===== src/rtl/rom_bank_select.sv =====
module rom_bank_select #(
  parameter int ADDR_W = 24,
  parameter int DEV_AW = 17,
  parameter int DEVICES = 4,
  parameter logic [ADDR_W-1:0] BASE_ADDR = 24'hD80000,
  parameter int ACCESS_NS = 58,
  parameter int CLK_NS = 5
) (
  input  logic               clk,
  input  logic               rst,
  input  logic [ADDR_W-1:0]  addr,
  input  logic               as_n,
  input  logic               rd_n,
  output logic [DEVICES-1:0] ce_n,
  output logic               oe_n,
  output logic               dtack_n
);
  localparam int SEL_W = $clog2(DEVICES);
  localparam int TAG_LSB = DEV_AW + SEL_W;
  localparam int TAG_W = ADDR_W - TAG_LSB;
  localparam int WAIT_STATES = (ACCESS_NS + CLK_NS - 1) / CLK_NS;
  localparam int CNT_W = $clog2(WAIT_STATES + 1);
  localparam logic [CNT_W-1:0] WAIT_LAST = CNT_W'(WAIT_STATES);
  localparam logic [TAG_W-1:0] BASE_TAG = BASE_ADDR[ADDR_W-1:TAG_LSB];

  logic             hit;
  logic [SEL_W-1:0] bank;
  logic [DEVICES-1:0] dec;
  logic [CNT_W-1:0] waited;

  assign hit  = !as_n && (addr[ADDR_W-1:TAG_LSB] == BASE_TAG);
  assign bank = addr[TAG_LSB-1:DEV_AW];

  for (genvar i = 0; i < DEVICES; i++) begin : g_dec
    assign dec[i] = hit && (bank == SEL_W'(i));
  end

  always_ff @(posedge clk) begin
    if (rst) begin
      ce_n    <= '1;
      oe_n    <= 1'b1;
      dtack_n <= 1'b1;
      waited  <= '0;
    end else begin
      ce_n <= ~dec;
      oe_n <= !(hit && !rd_n);
      if (!hit) begin
        waited  <= '0;
        dtack_n <= 1'b1;
      end else if (waited != WAIT_LAST) begin
        waited  <= waited + 1'b1;
        dtack_n <= 1'b1;
      end else begin
        dtack_n <= 1'b0;
      end
    end
  end
endmodule


===== config.mk =====
export PLATFORM = sky130hd
export DESIGN_NAME = rom_bank_select
export DESIGN_NICKNAME = d
export VERILOG_FILES = /design/src/rtl/rom_bank_select.sv
export SDC_FILE = /design/constraint.sdc
export NUM_CORES = 1
export LEC_CHECK = 0
export CAP_MARGIN = 20
export CORE_AREA = 2 2 39 41
export DETAILED_ROUTE_END_ITERATION = 10
export DIE_AREA = 0 0 41 43
export PLACE_DENSITY = 0.82
export REMOVE_ABC_BUFFERS = 1
export SETUP_SLACK_MARGIN = 0.4
export SYNTH_ARGS = -nofsm -noshare
export SYNTH_HDL_FRONTEND = slang
export SYNTH_SLANG_ARGS = --single-unit

===== constraint.sdc =====
create_clock -name clk -period 2.25 [get_ports clk]
set_clock_uncertainty 0.2 [all_clocks]
set_input_delay 0.5625 -clock clk [delete_from_list [all_inputs] [get_ports clk]]
set_output_delay 0.5625 -clock clk [all_outputs]
set_load 0.02 [all_outputs]

# Word-level counts from Yosys, hierarchy flattened
# Cells that the tools add are included.
word_totals:
  reg_bits: 10
  latch_bits: 0
  ram_bits: 0
  rom_bits: 0
  output_inout_bits: 6
  word_cells: 24
  n_memories: 0
classes:
  n_addsub: 1
  n_mul: 0
  n_div: 0
  magnitude_cmp: 0
  n_eq_ne: 5
  shifts: 0
  muxes: 1
  n_bitwise: 2
  reduce_logical: 11
op_table:
  columns: ["cell", "n"]
  rows:
  - ["logical AND 1 bit", 6]
  - ["== test 5 bit (second input constant)", 1]
  - ["adder 4 x 1 -> 4 bit (second input constant)", 1]
  - ["== test 2 bit (second input constant)", 2]
  - ["inequality test 4 bit (second input constant)", 1]
  - ["NOT 4 bit", 1]
  - ["logical NOT 1 bit", 3]
  - ["== test 2 x 1 -> 1 bit (second input constant)", 1]
  - ["logical NOT 2 bit", 1]
  - ["OR reduction 2 bit", 1]
  - ["2-to-1 mux 1 bit", 1]
  - ["NOT 1 bit", 1]

# Longest topological paths before layout
depth:
  depth_word: 4
  depth_mapped: 5
  ltp_nobuf: 5

# Worst setup path after synthesis
# Ideal clock, no wire load.
synth_timing:
  kind: "input -> register"
  from: "input as_n"
  to: "register ce_n[0]"
  setup_time_ns: 0.127
  t_arrival_ns: 1.315
  t_required_ns: 1.923
  slack_ns: 0.607
  cell_stages: 3
  n_path_buf: 0
  path_cell_list: "nor4b_4 -> nand4_2 -> or3_1"
synth_between:
  elab_chain_len: 4
synth_lines:
  columns: ["element", "line", "source"]
  rows:
  - ["start: declaration", "12", "input logic as_n,"]
  - ["logical NOT 1 bit", "31", "assign hit = !as_n && (addr[ADDR_W-1:TAG_LSB] == BASE_TAG);"]
  - ["logical AND 1 bit", "31", null]
  - ["logical AND 1 bit", "35", "assign dec[i] = hit && (bank == SEL_W'(i));"]
  - ["NOT 4 bit", "45", "ce_n <= ~dec;"]
  - ["end signal: assignment", "45", null]
  - ["end: declaration", "14", "output logic [DEVICES-1:0] ce_n,"]
# Every way passes these cells.
# A chain may end at the register's enable or synchronous reset.

# Final worst setup path
# Ends and elaborated chain as after synthesis.

==> qor.csv <==
stage;metric;value;unit
run_status;status;completed;
floorplanning;initial_core_util;0.278;
synth;yosysUniqueCellTypes;18;
timing;max_freq;0.566;GHz
synth;synthTopCellsByArea;dfxtp_1, ha_1, nor4b_4, xnor2_1, nand3_1;
routing;drc_errors;0;
synth;async_flop_share;0;
routing;ant_nets;0;
synth;synth_top_area_frac;0.519;
routing;vias_per_cell;4.62;
synth;synth-warning-count;0;
floorplanning;fp.dieW;41;um
timing;max_slew.worst_pin.slew;0.233;ns
clock_tree;htree_levels;1;
cells_and_area;layout-drive-gt1-share;0.145;
timing;maxSlewViolCount;0;
clock_tree;cts_buffer_depth;2;
routing;num_vias;328;
synth;syn_area;385;um2
setup_path;end_kind;register;
floorplanning;die_h;43;um
timing;whs;0.360;ns
clock_tree;clock_sinks;10;
cells_and_area;area_delta_synth_final;57.5;%
synth;yosysTopAreaCell;dfxtp_1;
cells_and_area;seqCellArea;200;um2
synth;ys_seq_area_frac;0.519;
synth;syn_area_per_cell;11.3;um2
global_route;grt_start_max_net_pins;7;
min_path;hp-class;register to register;
placed_design;place_hpwl;536;um
timing;tns;0;ns
power_and_ir_drop;p_leak;0.230;nW
synth;synth_common_cells;dfxtp_1, nand3_1;
power_and_ir_drop;powerDensity;599;nW/um2
timing;finalCriticalPeriod;1.77;ns
cells_and_area;antenna_cells;0;
global_route;grt_pass1_wl;1100;um
placed_design;gp_congestion;0.643;
routing;drt-initial-drc-count;6;
power_and_ir_drop;vdd_drop_max;265;uV
clock_tree;cts_buffers;3;
synth;ys_ff_latch;10;
global_route;antenna_found_initial;0;
cells_and_area;fillerInstances;143;
global_route;grtUsageTotal;0.0979;
synth;synthFlopType;dfxtp_1;
synth;synth_cells;34;
placed_design;portBuffers;16;
timing;hold_viol_final;0;
global_route;grt_pass1_vias;279;
clock_tree;clock_latency;0.26;ns
timing;rsz0062_at_grt;no;
setup_path;critPathLaunchType;input pin;
routing;firstDrtPassIters;4;
cells_and_area;multiInputGateArea;178;um2
floorplanning;ios;34;
clock_tree;path_clk_slew;0.07;ns
floorplanning;rows;14;
timing;setup_viol;0;
setup_path;cp_max_fo;3;
floorplanning;die_area;1760;um2
clock_tree;cts_hold_buffers;0;
synth;synth_most_common_cell;dfxtp_1;
cells_and_area;fin_nets;86;
timing;slew_headroom;0.844;
routing;routedWlPerCell;9.27;um
setup_path;worst_ep_arrival_time;1.72;ns
timing;period_share;0.785;
global_route;overflow;0;
clock_tree;clockRootBuffer;clkbuf_4;
setup_path;crit_type;input pin to register;
synth;synth-edff-count;0;
clock_tree;postCtsSetupRepairBufs;0;
floorplanning;core;1380;um2
run;cap_viol_max_count;0;
setup_path;worst_ep_required_time;2.20;ns
clock_tree;cts_tree;yes;
routing;wl;658;um
-- area by class of cell --
class / count / share of cell area
multi-input combinational: 22 / 0.293
tap: 16 / 0.0330
sequential: 10 / 0.330
inverter: 2 / 0.0124
timing repair buffer: 17 / 0.272
clock buffer: 4 / 0.0598
-- sequential cells by signal (all words and copies together) (netlist names) --
signal	cells
ce_n	4
waited	4
dtack_n	1
oe_n	1
-- worst max-delay path, stage by stage --
cell and delay, ns:
clkdlybuf4s50_1 0.44, nor4b_4 0.26, nand4_2 0.13, or3_1 0.32
-- routing by layer --
metal / GRT usage / up-vias / wire length (um)
met5: 0 / - / 0
met1: 0.111 / 146 / 274
met4: 0.0800 / 0 / 28
li1: - / 162 / -
met2: 0.131 / 16 / 297
met3: 0.0471 / 4 / 58
-- logic make-up after synthesis --
| family | after synthesis | synth area share |
|---|---|---|
| flops | 10 | 0.519 |
| mux | 1 | 0.0260 |
| fa+ha+maj | 2 | 0.0649 |
| simple gates | 15 | 0.295 |
| buf+inv | 2 | 0.0195 |
| xor+xnor | 2 | 0.0455 |
| compound gates | 2 | 0.0292 |
-- power by group --
part	switching [mW]	leakage, nW	total (mW)	internal (mW)
clock	0.0636	0.0210	0.162	0.0982
combinational	0.00673	0.129	0.0244	0.0177
sequential	0.000185	0.0808	0.177	0.177
total	0.0705	0.230	0.364	0.293
-- metrics by stage --
stage                     area, um2   util  worst slack, ns  cells  power [mW]
after floorplan                 385      -            0.607     34       0.185
after global placement          573  0.414            0.165     67       0.206
after detailed placement        573  0.414            0.118     67       0.207
after CTS                       602  0.435            0.403     71       0.366
after global routing            607  0.439            0.414     71       0.376
final                           607  0.439            0.483     71       0.364
-- what timing repair did --
item,4_1_cts,5_1_grt
endpoints found under the setup margin,6,3
gates resized for setup,6,2
pin swaps,0,2
-- placed cells by master, fill, tap and decap left out --
master           netlist  layout
ha_1                   2       2
nor3_1                 1       1
or2_2                  1       1
clkdlybuf4s50_1        0       8
nor2_1                 2       2
and4_1                 1       1
nor4b_4                1       1
buf_4                  0       1
a31oi_1                1       1
dlymetal6s2s_1         0       2
nand3_1                3       3
inv_1                  2       2
nor3b_1                1       1
dfxtp_1               10      10
dlygate4sd2_1          0       6
nand2b_1               1       1
nand3b_1               2       2
mux2i_1                1       1
nand4_2                1       1
clkbuf_4               0       3
xnor2_1                2       2
clkbuf_8               0       1
or3_1                  1       1
a21oi_1                1       1
-- worst paths after layout --
kind         slack [ns]        end  cells past startpoint  startpoint
min reg2reg        0.36  waited[3]                      2   waited[3]
max reg2reg        0.83  waited[1]                      5   waited[0]
max                0.48    ce_n[0]                      4        as_n
min                0.36  waited[3]                      2   waited[3]
Power figures use the tool's default switching activity.
